File: config.mk
export PLATFORM = sky130hd
export DESIGN_NAME = fme_timing_gen
export DESIGN_NICKNAME = d
export VERILOG_FILES = /design/src/rtl/fme_pkg.sv /design/src/rtl/fme_line_track.sv /design/src/rtl/fme_vwin.sv /design/src/rtl/fme_hdelay.sv /design/src/rtl/fme_wrst_fsm.sv /design/src/rtl/fme_timing_gen.sv
export SDC_FILE = /design/constraint.sdc
export NUM_CORES = 1
export LEC_CHECK = 0
export BUFFER_PORTS_ARGS = -buffer_cell sky130_fd_sc_hd__buf_2
export CORE_ASPECT_RATIO = 2
export CORE_MARGIN = 3
export CORE_UTILIZATION = 50
export CTS_BUF_LIST = sky130_fd_sc_hd__clkbuf_16
export DETAILED_ROUTE_END_ITERATION = 8
export HOLD_SLACK_MARGIN = 0.06
export PLACE_DENSITY_LB_ADDON = 0.05
export SLEW_MARGIN = 20
export SYNTH_ARGS = -nofsm -noshare
export SYNTH_HDL_FRONTEND = slang
export SYNTH_SLANG_ARGS = --single-unit
File: constraint.sdc
create_clock -name clk -period 4.6 [get_ports clk]
set_clock_uncertainty 0.15 [all_clocks]
set_input_delay 0.69 -clock clk [delete_from_list [all_inputs] [get_ports clk]]
set_output_delay 0.69 -clock clk [all_outputs]
set_load 0.005 [all_outputs]
File: src/rtl/fme_pkg.sv
package fme_pkg;

    // Vertical offset of read enable 1 relative to read enable 2
    typedef enum logic [1:0] {
        VOFF_SAME  = 2'd0,
        VOFF_LEAD1 = 2'd1,
        VOFF_LEAD2 = 2'd2,
        VOFF_LAG1  = 2'd3
    } voff_e;

    // Write-pointer reset strobe machine
    typedef enum logic {
        WS_IDLE  = 1'b0,
        WS_PULSE = 1'b1
    } wst_e;

endpackage

File: src/rtl/fme_line_track.sv
module fme_line_track #(
    parameter int PIX_W  = 11,
    parameter int LINE_W = 9
) (
    input  logic              clk,
    input  logic              rst_n,
    input  logic              line_pulse,
    input  logic              field_pulse,
    output logic [PIX_W-1:0]  pix_cnt,
    output logic [LINE_W-1:0] line_cnt
);

    localparam logic [PIX_W-1:0]  PIX_MAX  = '1;
    localparam logic [LINE_W-1:0] LINE_MAX = '1;

    always_ff @(posedge clk) begin
        if (!rst_n) begin
            pix_cnt <= '0;
        end else if (line_pulse) begin
            pix_cnt <= '0;
        end else if (pix_cnt != PIX_MAX) begin
            pix_cnt <= pix_cnt + 1'b1;
        end
    end

    always_ff @(posedge clk) begin
        if (!rst_n) begin
            line_cnt <= '0;
        end else if (field_pulse) begin
            line_cnt <= '0;
        end else if (line_pulse && (line_cnt != LINE_MAX)) begin
            line_cnt <= line_cnt + 1'b1;
        end
    end

endmodule

File: src/rtl/fme_vwin.sv
module fme_vwin
    import fme_pkg::*;
#(
    parameter int LINE_W      = 9,
    parameter int MAX_LINE_50 = 311,
    parameter int MAX_LINE_60 = 261
) (
    input  logic [LINE_W-1:0] line_cnt,
    input  logic              std_60,
    input  logic [LINE_W-1:0] nr_line,
    input  logic [LINE_W-1:0] nf_line,
    input  logic [1:0]        off_sel,
    output logic              vwin1,
    output logic              vwin2
);

    localparam int AW = LINE_W + 2;
    localparam logic [LINE_W-1:0] LIM50 = LINE_W'(MAX_LINE_50);
    localparam logic [LINE_W-1:0] LIM60 = LINE_W'(MAX_LINE_60);
    localparam logic [LINE_W-1:0] ONE   = LINE_W'(1);
    localparam logic [LINE_W-1:0] TWO   = LINE_W'(2);

    logic [LINE_W-1:0] lim;
    logic [LINE_W-1:0] nr_c;
    logic [LINE_W-1:0] nf_c;
    logic [AW-1:0]     lo;
    logic [AW-1:0]     hi;
    logic [AW-1:0]     line_ext;
    logic [AW-1:0]     adj1;
    voff_e             off;

    always_comb begin
        lim = std_60 ? LIM60 : LIM50;
        if (nr_line < ONE)              nr_c = ONE;
        else if (nr_line > (lim - ONE)) nr_c = lim - ONE;
        else                            nr_c = nr_line;
        if (nf_line < TWO)              nf_c = TWO;
        else if (nf_line > lim)         nf_c = lim;
        else                            nf_c = nf_line;
    end

    // Shifted comparison domain: every position is biased by one so a
    // lagging window never needs a negative line number.
    always_comb begin
        lo       = AW'(nr_c) + AW'(1);
        hi       = AW'(nf_c) + AW'(1);
        line_ext = AW'(line_cnt);
        off      = voff_e'(off_sel);
        unique case (off)
            VOFF_SAME:  adj1 = line_ext + AW'(1);
            VOFF_LEAD1: adj1 = line_ext + AW'(2);
            VOFF_LEAD2: adj1 = line_ext + AW'(3);
            VOFF_LAG1:  adj1 = line_ext;
            default:    adj1 = line_ext + AW'(1);
        endcase
    end

    assign vwin2 = ((line_ext + AW'(1)) >= lo) && ((line_ext + AW'(1)) < hi);
    assign vwin1 = (adj1 >= lo) && (adj1 < hi);

endmodule

File: src/rtl/fme_hdelay.sv
module fme_hdelay #(
    parameter int DEPTH = 4
) (
    input  logic                     clk,
    input  logic                     rst_n,
    input  logic                     din,
    input  logic [$clog2(DEPTH)-1:0] sel,
    output logic                     dout
);

    logic [DEPTH-1:0] stage;

    always_ff @(posedge clk) begin
        if (!rst_n) stage[0] <= 1'b0;
        else        stage[0] <= din;
    end

    for (genvar i = 1; i < DEPTH; i++) begin : g_tap
        always_ff @(posedge clk) begin
            if (!rst_n) stage[i] <= 1'b0;
            else        stage[i] <= stage[i-1];
        end
    end

    assign dout = stage[sel];

endmodule

File: src/rtl/fme_wrst_fsm.sv
module fme_wrst_fsm
    import fme_pkg::*;
#(
    parameter int HALF_LINE = 432
) (
    input  logic clk,
    input  logic rst_n,
    input  logic field_pulse,
    input  logic serial_mode,
    output logic strobe
);

    localparam int CNT_W = (HALF_LINE > 1) ? $clog2(HALF_LINE) : 1;
    localparam logic [CNT_W-1:0] LAST = CNT_W'(HALF_LINE - 1);

    wst_e             st;
    wst_e             st_nxt;
    logic [CNT_W-1:0] cnt;
    logic             phase;

    // State register
    always_ff @(posedge clk) begin
        if (!rst_n) st <= WS_IDLE;
        else        st <= st_nxt;
    end

    // Transitions: START and EXPIRE
    always_comb begin
        st_nxt = st;
        unique case (st)
            WS_IDLE:  if (field_pulse && (serial_mode || !phase)) st_nxt = WS_PULSE;
            WS_PULSE: if (cnt == LAST)                            st_nxt = WS_IDLE;
            default:  st_nxt = WS_IDLE;
        endcase
    end

    always_ff @(posedge clk) begin
        if (!rst_n)              cnt <= '0;
        else if (st == WS_PULSE) cnt <= cnt + 1'b1;
        else                     cnt <= '0;
    end

    always_ff @(posedge clk) begin
        if (!rst_n)           phase <= 1'b0;
        else if (field_pulse) phase <= ~phase;
    end

    // Outputs
    always_comb begin
        unique case (st)
            WS_PULSE: strobe = 1'b1;
            default:  strobe = 1'b0;
        endcase
    end

endmodule

File: src/rtl/fme_timing_gen.sv
module fme_timing_gen #(
    parameter int PIX_W       = 11,
    parameter int LINE_W      = 9,
    parameter int H_START     = 132,
    parameter int H_STOP      = 852,
    parameter int HALF_LINE   = 432,
    parameter int MAX_LINE_50 = 311,
    parameter int MAX_LINE_60 = 261
) (
    input  logic              clk,
    input  logic              rst_n,
    input  logic              line_pulse,
    input  logic              field_pulse,
    input  logic              std_60,
    input  logic              serial_mode,
    input  logic [LINE_W-1:0] nr_line,
    input  logic [LINE_W-1:0] nf_line,
    input  logic [1:0]        off_sel,
    input  logic [1:0]        dly_re1,
    input  logic [1:0]        dly_re2,
    output logic              rd_en1,
    output logic              rd_en2,
    output logic              wptr_rst
);

    localparam logic [PIX_W-1:0] HS = PIX_W'(H_START);
    localparam logic [PIX_W-1:0] HE = PIX_W'(H_STOP);

    logic [PIX_W-1:0]  pix_cnt;
    logic [LINE_W-1:0] line_cnt;
    logic              hwin;
    logic              vwin1;
    logic              vwin2;

    fme_line_track #(.PIX_W(PIX_W), .LINE_W(LINE_W)) u_track (
        .clk         (clk),
        .rst_n       (rst_n),
        .line_pulse  (line_pulse),
        .field_pulse (field_pulse),
        .pix_cnt     (pix_cnt),
        .line_cnt    (line_cnt)
    );

    fme_vwin #(
        .LINE_W      (LINE_W),
        .MAX_LINE_50 (MAX_LINE_50),
        .MAX_LINE_60 (MAX_LINE_60)
    ) u_vwin (
        .line_cnt (line_cnt),
        .std_60   (std_60),
        .nr_line  (nr_line),
        .nf_line  (nf_line),
        .off_sel  (off_sel),
        .vwin1    (vwin1),
        .vwin2    (vwin2)
    );

    assign hwin = (pix_cnt >= HS) && (pix_cnt < HE);

    fme_hdelay #(.DEPTH(4)) u_dly1 (
        .clk   (clk),
        .rst_n (rst_n),
        .din   (hwin && vwin1),
        .sel   (dly_re1),
        .dout  (rd_en1)
    );

    fme_hdelay #(.DEPTH(4)) u_dly2 (
        .clk   (clk),
        .rst_n (rst_n),
        .din   (hwin && vwin2),
        .sel   (dly_re2),
        .dout  (rd_en2)
    );

    fme_wrst_fsm #(.HALF_LINE(HALF_LINE)) u_wrst (
        .clk         (clk),
        .rst_n       (rst_n),
        .field_pulse (field_pulse),
        .serial_mode (serial_mode),
        .strobe      (wptr_rst)
    );

endmodule

* After elaboration in Yosys (flattened, before gate mapping)
Cells that the tools add are included.
** Word-level totals
- Register bits :: 39
- Input bits :: 30
- Memory bits (writable) :: 0
- Bits in latches :: 0
- Memories kept :: 0
- Bits in read-only memories :: 0
- Output and inout bits :: 3
- Word-level logic and storage cells :: 70
** Operators by class
- Muxes and demuxes :: 14
- Bitwise operators :: 3
- $mul :: 0
- Add/subtract/negate cells :: 9
- Reductions and logical operators :: 13
- Equality and inequality tests :: 6
- Shifts and indexed selects :: 0
- Divide/modulo/power cells :: 0
- Magnitude comparators :: 12
** Operators by type and width (count)
- 11-bit case mux with 4 select lines :: 1
- 9-bit two-way mux :: 4
- 9-bit by 1-bit adder with 10-bit output (second input constant) :: 3
- 11-bit >= comparator :: 2
- 11-bit less-than comparator :: 2
- 9-bit by 2-bit adder with 10-bit output (second input constant) :: 2
- 9-bit by 1-bit adder with 9-bit output (second input constant) :: 2
- 9-bit greater-than comparator :: 2
- 11-bit by 1-bit adder with 11-bit output (second input constant) :: 1
- 11-bit by 8-bit >= comparator with 1-bit output (second input constant) :: 1
- 11-bit by 10-bit less-than comparator with 1-bit output (second input constant) :: 1
- 11-bit inequality test (second input constant) :: 1
- 9-bit == test (second input constant) :: 1
- 9-bit by 1-bit less-than comparator with 1-bit output (second input constant) :: 1
- 9-bit by 2-bit less-than comparator with 1-bit output (second input constant) :: 1
- 9-bit inequality test (second input constant) :: 1
- 9-bit by 1-bit subtractor with 9-bit output (second input constant) :: 1
- 1-bit logical AND :: 7
- 2-bit by 3-bit less-than comparator with 1-bit output (second input constant) :: 2
- 6-bit two-way mux :: 1
- 1-bit two-way mux :: 5
- 1-bit binary-select mux with 2-bit select :: 2
- 2-bit == test (second input constant) :: 2
- 2-bit OR reduction :: 2
- 7 further kinds :: 9

* Longest topological paths before layout
Gate-level depths: netlist (run 1).
- Depth in word-level cells :: 9
- Depth in mapped cells :: 21
- Gate-level depth less buffers :: 21

* By module
Synthesis (run 1) repeated with hierarchy kept, for this count alone.
** Unflattened totals
- Cell total of the unflattened synthesis :: 455
- Area total of the unflattened synthesis :: 3689.8 sq um
** Modules (own cells, without submodules)
- fme_vwin :: seq. area each 0.0 sq um, instances 1, area an instance 1901.8 sq um, cells an instance 268
- fme_line_track :: seq. area each 400.4 sq um, instances 1, area an instance 999.7 sq um, cells an instance 106
- fme_wrst_fsm :: seq. area each 220.2 sq um, instances 1, area an instance 449.2 sq um, cells an instance 49
- fme_hdelay :: seq. area each 80.1 sq um, instances 2, area an instance 127.6 sq um, cells an instance 9
- fme_timing_gen :: seq. area each 0.0 sq um, instances 1, area an instance 83.8 sq um, cells an instance 14

* Least setup slack after synthesis (run 1)
OpenSTA, ideal clock, no wires.
- Kind :: input -> register
- Start point :: in std_60
- End point :: reg u_dly2.stage[0]
- Path slack :: 0.383 ns
- Stages on the path :: 20
- Buffers on the path :: 0
- Arrival :: 3.930 ns
- Path through :: ha_1 > o21ai_0 > a21oi_2 > nor2_1 > a31oi_1 > o31a_1 > nand2_1 > o21a_1 > ha_1 > and3_1 > and3_1 > nand2b_1 > xnor2_1 > ha_1 > a21oi_1 > nand2_1 > o41ai_1 > a221oi_1 > a2111oi_1 > a211oi_2
** On the way
- Cells in the longest elaborated chain, start to end :: 9
- Elaborated cells on any way between the ends :: 14
** RTL lines
- start, declared :: RTL line fme_timing_gen.sv:14 : input logic std_60,
- 6-bit two-way mux * :: RTL line fme_vwin.sv:33 : lim = std_60 ? LIM60 : LIM50;
- 9-bit by 1-bit subtractor with 9-bit output :: RTL line fme_vwin.sv:35 : else if (nr_line > (lim - ONE)) nr_c = lim - ONE;
- 9-bit greater-than comparator :: RTL line fme_vwin.sv:35
- 9-bit two-way mux :: RTL line fme_vwin.sv:35
- 9-bit two-way mux :: RTL line fme_vwin.sv:34 : if (nr_line < ONE) nr_c = ONE;
- 9-bit by 1-bit adder with 10-bit output :: RTL line fme_vwin.sv:45 : lo = AW'(nr_c) + AW'(1);
- 11-bit >= comparator :: RTL line fme_vwin.sv:58 : assign vwin2 = ((line_ext + AW'(1)) >= lo) && ((line_ext + AW'(1)) < hi);
- 1-bit logical AND * :: RTL line fme_vwin.sv:58
- 1-bit logical AND * :: RTL line fme_timing_gen.sv:71 : .din (hwin && vwin2),
- end signal, assigned :: RTL line fme_hdelay.sv:15 : else stage[0] <= din;
- end, declared :: RTL line fme_hdelay.sv:11 : logic [DEPTH-1:0] stage;
Every way passes the cells marked *; elsewhere a longest branch is shown, timed or not.
A chain may end at the register's enable or synchronous reset.

* Worst setup path after layout (run 1)
- Start point :: in std_60
- End point :: reg u_dly1.stage[0]
** On the way
- Cells in the longest elaborated chain, start to end :: 9
- Elaborated cells on any way between the ends :: 14
** RTL lines
- 6-bit two-way mux * :: RTL line fme_vwin.sv:33
- 9-bit by 1-bit subtractor with 9-bit output :: RTL line fme_vwin.sv:35
- 9-bit greater-than comparator :: RTL line fme_vwin.sv:35
- 9-bit two-way mux :: RTL line fme_vwin.sv:35
- 9-bit two-way mux :: RTL line fme_vwin.sv:34
- 9-bit by 1-bit adder with 10-bit output :: RTL line fme_vwin.sv:45
- 11-bit >= comparator :: RTL line fme_vwin.sv:59 : assign vwin1 = (adj1 >= lo) && (adj1 < hi);
- 1-bit logical AND * :: RTL line fme_vwin.sv:59
- 1-bit logical AND * :: RTL line fme_timing_gen.sv:63 : .din (hwin && vwin1),
- end signal, assigned :: RTL line fme_hdelay.sv:15
- end, declared :: RTL line fme_hdelay.sv:11
Marks and branches as above.

==> summary.md, run 1 <==
| Metric | Value |
|---|---|
| Status | completed |
| Fmax | 235 MHz |
| Area Growth Syn to Fin | 12.7% |
| Maximum VDD drop | 0.128 mV |
| Mapped Area | 3480 µm² |
| P per Cell Area | 221 nW/µm² |
| Worst-path fanout max | 5 |
| Vias per std cell | 5.88 |
| Worst Tran Pin Value | 0.561 ns |
| Worst R2R Setup Slack | 0.91 ns |
| Die area | 8070 µm² |
| Die width | 65.0 µm |
| Port Buf Inserts | 32 |
| Detail Route Antenna Nets | 0 |
| Yosys Warn Count | 0 |
| Clock Tree Root | clkbuf_16 |
| Fin cells | 558 |
| First drt pass iteration count | 5 |
| CTS tree | done |
| Async S/R FF share, synth | 0% |
| CP peak stage delay | 0.34 ns |
| Gpl congestion | 0.836 |
| Placed wire-length estimate | 7.43 mm |
| Total power | 869 µW |
| CP max stage cell | nor4bb_2 |
| Seq/Total Area, Yosys | 22.4% |
| Slew Limit Fails | 0 |
| NumNets Final | 547 |
| Largest net degree at the start of global routing | 17 |
| Initial antenna violation count | 0 |
| Final hold vios | 0 |
| Dominant synthesized flop cell | dfxtp_1 |
| DRC viols | 0 |
| Util after Layout | 58.9% |
| CP required | 4.66 ns |
| H-tree level count | 2 |
| I/O pin count | 33 |
| Critical Path End Type | flip-flop |
| Maxcap violations | 0 |
| Hold wc startpoint | u_wrst.cnt[0] |
| Via count | 3,282 |
| Clk sinks | 39 |
| Final min period | 4.26 ns |
| Clock Latency Late Sink | 0.28 ns |
| Placed insts | 550 |
| Most common cell on crit path | ha_1 |
| WL/cell | 15.8 µm |
| Num CTS Buffers | 5 |
| Unrepaired setup endpoints after global routing | false |
| Number of enable flip-flop cells after synthesis | 0 |
| Core ar. | 6670 µm² |
| All-Layer GR Usage | 23.2% |
| Crit Path Class | in -> reg |
| Die H | 124 µm |
| Grt ovf | 0 |
| Reg2Reg Depth | 13 |
| Vias in the first global route | 3,349 |
| Clock-pin slew on the worst setup and hold paths | 0.06 ns |
| Initial drt markers | 122 |
| Setup violators final | 0 |
| Clock Path Buffers | 2 |
| Initial cell density of the core | 52.2% |
| Hold Crit Endpoint | u_wrst.cnt[0] |
| Hold Path Depth | 1 |
| First-pass GRT wire length | 14.6 mm |
| CP startpoint kind | input pin |
| Filler Cells Inserted | 684 |
| Layout cells sized above 1 | 14.9% |
| Critical Path, Cell by Cell | buf_2 -> buf_4 -> ha_1 -> o21ai_0 -> o21ai_1 -> and3_2 -> nand2_8 -> o21ai_1 -> nand2_1 -> ha_1 -> o21a_2 -> nand4_1 -> xnor2_1 -> nand2_1 -> ha_1 -> a211oi_1 -> o21ai_0 -> nor4bb_2 -> o2111a_1 -> a22oi_1 -> a22oi_1 |
| Post-Synthesis Cells | 434 |
| Type of the most critical hold path | reg -> reg |
| Syn Area/Cell | 8.03 µm² |
| Data arrival, critical path | 4.32 ns |
| Slew headroom | 62.6% |
| Routed WL | 8.81 mm |
| Row Count | 42 |
| Worst hold slack | 0.288 ns |
| N_diodes | 0 |
| Sum of negative setup slack | 0 ns |
| Leak pwr | 1.65 nW |
| Synth Register Bits | 39 |
| Cell variety after synth | 63 |
| Tcrit/Tclk final | 92.6% |
| RR Startpoint | u_track.line_cnt[2] |
| Worst flop-to-flop path endpoint | u_dly1.stage[0] |
==> area by class of cell <==
class | count | area [µm²] | area share [%]
inverters | 17 | 63.8 | 1.62
multi-input cells | 362 | 2570 | 65.5
well taps | 88 | 110 | 2.80
clock inverters | 3 | 23.8 | 0.605
flip-flops and latches | 39 | 781 | 19.9
repair buffers | 44 | 250 | 6.37
clock buffers | 5 | 125 | 3.18
==> kinds of logic after synthesis <==
kind of cell | Yosys count | synth area share [%]
adder cells (fa/ha/maj) | 49 | 17.6
AO/OA/AOI/OAI | 101 | 18.6
flip-flops | 39 | 22.4
multiplexers | 3 | 1.58
other | 1 | 0.108
buffers and inverters | 36 | 4.38
AND/OR/NAND/NOR | 165 | 25.3
XOR/XNOR | 40 | 10.1
==> where the power goes <==
group / switching [mW] / internal [mW]
Sequential: 0.00486 / 0.342
Clock: 0.135 / 0.202
Combinational: 0.106 / 0.0790
Total: 0.246 / 0.623
==> worst max path at each step <==
stage / start / end / cells after the start / slack, ns
after floorplan: std_60 / u_dly2.stage[0] / 20 / 0.38
after global placement: std_60 / u_dly1.stage[0] / 21 / 0.11
after detailed placement: std_60 / u_dly1.stage[0] / 21 / -0.09
after CTS: std_60 / u_dly1.stage[0] / 21 / 0.22
after global routing: std_60 / u_dly1.stage[0] / 21 / 0.01
final: std_60 / u_dly1.stage[0] / 21 / 0.34
==> state kept, by name, indices dropped and copies added, names as in the netlist <==
name,count
u_track.pix_cnt,11
u_dly2.stage,4
u_wrst.st,1
u_wrst.phase,1
u_track.line_cnt,9
u_dly1.stage,4
u_wrst.cnt,9
==> worst max-delay path: cells and delay by family <==
family	cells	cell delay, ns
compound gates	9	1.47
buf+inv	2	0.31
simple gates	6	1.03
fa+ha+maj	3	0.65
xor+xnor	1	0.15
==> metal layers <==
metal  vias up  track usage (%)  wire length [µm]
met5         -                0                 0
met4         0             18.8               711
met3        35             1.81               209
met2        64             46.7              5030
met1      1536             19.7              2860
li1       1647                -                 -
==> synthesized netlist by cell type, types with 2 or more instances <==
cell type	number	area [µm²]
a21o_1	3	22.5
dfxtp_1	39	781
nand3_1	17	85.1
nor3_1	6	30.0
inv_1	17	63.8
o21ai_0	16	80.1
o22ai_1	3	18.8
a22oi_1	2	15.0
nand4b_1	2	17.5
o21ai_1	13	65.1
a21oi_2	2	17.5
ha_1	48	601
nor2b_1	4	25.0
nor4bb_1	2	20.0
a211oi_2	2	25.0
xnor2_1	26	228
nor2_1	40	150
mux4_2	2	45.0
xor2_1	14	123
nand4_1	14	87.6
and4_1	4	35.0
a21oi_1	28	140
o221ai_1	2	17.5
and3_1	9	56.3
clkbuf_1	12	45.0
a31oi_1	4	25.0
o31a_1	2	17.5
a221oi_1	2	17.5
nand2_1	29	109
and2_1	10	62.6
or3_1	8	50.1
o211ai_1	5	37.5
nand2b_1	8	50.1
o21a_1	3	22.5
nor4_1	3	18.8
buf_2	5	25.0
o41ai_1	2	17.5
==> repair_timing <==
action	in CTS	in global routing
resized for setup	0	4
buffers inserted	0	0
endpoints found under the setup margin	0	2
hold buffers	0	0
hold endpoints to repair	0	0
==> cell usage in the layout, fill, tap and decap left out, types with 2 or more instances in the layout <==
master / n
a22oi_1: 2
o22ai_1: 3
xnor2_1: 26
a21oi_2: 2
and3_1: 8
o221ai_1: 2
o21a_1: 3
nand4b_1: 2
and2_1: 10
o21ai_1: 14
xor2_1: 14
o31a_1: 2
o21ai_0: 15
clkbuf_16: 5
nand4_1: 14
clkinvlp_4: 2
nor2b_1: 4
buf_4: 12
or3_1: 8
nand2b_1: 8
o211ai_1: 5
conb_1: 4
nand3_1: 17
nor3_1: 6
a221oi_1: 2
nor2_1: 40
buf_2: 32
ha_1: 48
nor4_1: 3
a211oi_2: 2
a21oi_1: 28
a31oi_1: 4
dfxtp_1: 39
and4_1: 4
inv_1: 17
mux4_2: 2
o41ai_1: 2
a21o_1: 3
nand2_1: 29
==> stage by stage <==
stage | instance area (µm²) | setup WS, ns
3_5_place_dp | 3770 | -0.0896
3_3_place_gp | 3770 | 0.108
4_1_cts | 3920 | 0.217
2_1_floorplan | 3500 | 0.383
5_1_grt | 3930 | 0.0135
6_report | 3930 | 0.341
Note: power is estimated with default switching activity, not from simulation.
==> run 2: changes to the inputs <==
RECOVER_POWER = 25   (was unset)
clock period = 5 ns   (was 4.6 ns; I/O delays follow)
==> run 2 against run 1 <==
Die area is the same. Power shrank 3.0%. Setup slack lost 0.044 ns. Sequential cell count is the same. Cell area shrank 1.4%. Sequential share of layout area grew 0.29 points. Sequential power shrank 8.1%. Critical path type unchanged.
==> summary.md, run 2 (same netlist as run 1, synthesis figures left out) <==
| Metric | Value |
|---|---|
| Clock Path Buffers | 2 |
| Total power | 843 µW |
| Type of the most critical hold path | reg -> reg |
| Placed insts | 540 |
| CP startpoint kind | input pin |
| Clk sinks | 39 |
| Crit Path Class | in -> reg |
| Fmax | 213 MHz |
| Fin cells | 548 |
| First drt pass iteration count | 4 |
| Most common cell on crit path | ha_1 |
| Initial cell density of the core | 52.2% |
| CP max stage cell | a2111oi_2 |
| N_diodes | 0 |
| Biggest regs | u_track.pix_cnt (11), u_track.line_cnt (9), u_wrst.cnt (9) |
| Maximum VDD drop | 0.179 mV |
| H-tree level count | 2 |
| Grt ovf | 0 |
| NumNets Final | 537 |
| Routed WL | 8.55 mm |
| CTS tree | done |
| Initial antenna violation count | 0 |
| Status | completed |
| Num CTS Buffers | 5 |
| Hold Path Depth | 1 |
| Area Growth Syn to Fin | 11.1% |
| Final min period | 4.70 ns |
| Slew headroom | 62.0% |
| Gpl congestion | 0.867 |
| First-pass GRT wire length | 14.5 mm |
| Post-CTS Setup Bufs | 0 |
| Maxcap violations | 0 |
| Data arrival, critical path | 4.70 ns |
| All-Layer GR Usage | 22.9% |
| Layout cells sized above 1 | 12.6% |
| RR Startpoint | u_track.line_cnt[0] |
| Worst Tran Pin Value | 0.565 ns |
| Final hold vios | 0 |
| Vias per std cell | 5.81 |
| Core ar. | 6670 µm² |
| CP required | 5.00 ns |
| Setup WS pre-CTS | -0.215 ns |
| Worst R2R Setup Slack | 1.29 ns |
| Setup violators final | 0 |
| Detail Route Antenna Nets | 0 |
| Clock Latency Late Sink | 0.28 ns |
| Largest register FFs | 11 |
| Vias in the first global route | 3,178 |
| Row Count | 42 |
| Slew Limit Fails | 0 |
| Worst hold slack | 0.296 ns |
| I/O pin count | 33 |
| Hold Crit Endpoint | u_wrst.cnt[0] |
| Final WS setup | 0.298 ns |
| Worst-path fanout max | 7 |
| Initial drt markers | 108 |
| Tcrit/Tclk final | 94.0% |
| Clock-pin slew on the worst setup and hold paths | 0.06 ns |
| Largest net degree at the start of global routing | 17 |
| Sum of negative setup slack | 0 ns |
| Die width | 65.0 µm |
| Worst flop-to-flop path endpoint | u_dly1.stage[0] |
| Placed wire-length estimate | 7.16 mm |
| Critical Path End Type | flip-flop |
| Hold wc startpoint | u_wrst.cnt[0] |
| CP peak stage delay | 0.44 ns |
| Leak pwr | 1.61 nW |
| Commonest non-fill, non-tap cell in the layout | ha_1 |
| Reg2Reg Depth | 15 |
| Port Buf Inserts | 32 |
| Unrepaired setup endpoints after global routing | false |
| DRC viols | 0 |
| Die H | 124 µm |
| Clock Tree Root | clkbuf_16 |
| Via count | 3,185 |
| Commonest non-fill, non-tap cells in the layout | ha_1, nor2_1, dfxtp_1 |
| Top reg by flops | u_track.pix_cnt |
| P per Cell Area | 218 nW/µm² |
| Die area | 8070 µm² |
| Critical Path, Cell by Cell | buf_2 -> inv_1 -> ha_1 -> nor4bb_1 -> a31oi_1 -> o31a_1 -> nand2_1 -> o21a_1 -> ha_1 -> and3_1 -> and3_1 -> nand2b_1 -> xnor2_1 -> ha_1 -> a21oi_1 -> nand2_1 -> o41ai_2 -> a221oi_1 -> a2111oi_2 -> a211oi_2 |
| WL/cell | 15.6 µm |
## run 2: changes by cell type in the layout (fill, tap and decap cells not counted), moves of 2 or more
cell	delta
buf_4	-10
and2_0	+4
and2_1	-4
clkinvlp_4	-2
## run 2: layout make-up
| cell class | count | area (µm²) |
|---|---|---|
| Fill cell | 672 | 2800 |
| Clock inverter | 3 | 43.8 |
| Tap cell | 88 | 110 |
| Clock buffer | 5 | 125 |
| Inverter | 17 | 63.8 |
| Multi-Input combinational cell | 362 | 2570 |
| Timing Repair Buffer | 34 | 174 |
| Sequential cell | 39 | 781 |
## run 2: worst max-delay path, delay by kind of cell
kind,cells,cell delay (ns)
AND/OR/NAND/NOR,6,0.97
XOR/XNOR,1,0.21
adder cells (fa/ha/maj),3,0.73
buffers and inverters,2,0.21
AO/OA/AOI/OAI,8,1.82
## run 2: how the worst max path moves through the flow
stage / startpoint / to / slack, ns / depth (start not counted)
6_report: std_60 / u_dly2.stage[0] / 0.30 / 20
4_1_cts: std_60 / u_dly2.stage[0] / 0.08 / 20
5_1_grt: std_60 / u_dly2.stage[0] / 0.07 / 20
2_1_floorplan: std_60 / u_dly2.stage[0] / 0.72 / 20
3_3_place_gp: std_60 / u_dly2.stage[0] / -0.14 / 20
3_5_place_dp: std_60 / u_dly2.stage[0] / -0.22 / 20
## run 2: metrics by stage
| step | util [%] | instance area, µm² |
|---|---|---|
| floorplan | - | 3500 |
| global placement | 55.3 | 3690 |
| detailed placement | 55.3 | 3690 |
| CTS | 57.9 | 3860 |
| global route | 58.0 | 3870 |
| finish | 58.0 | 3870 |
## run 2: per-layer routing
metal	part of all wire [%]	routed length, µm	up-vias	GRT usage, %
li1	-	-	1621	-
met1	35	2970	1479	21.1
met2	57	4880	53	45.7
met3	1.8	154	32	1.44
met4	6.4	550	0	15.8
met5	0	0	-	0
## run 2: power by group
| part | total (mW) | internal [mW] | switching [mW] |
|---|---|---|---|
| registers | 0.319 | 0.314 | 0.00422 |
| clock network | 0.358 | 0.235 | 0.123 |
| logic | 0.166 | 0.0683 | 0.0981 |
## run 2: what timing repair did
action	in CTS	in global routing
gates resized for setup	0	2
hold buffers	0	0
hold endpoints to repair	0	0
setup endpoints to repair	0	1
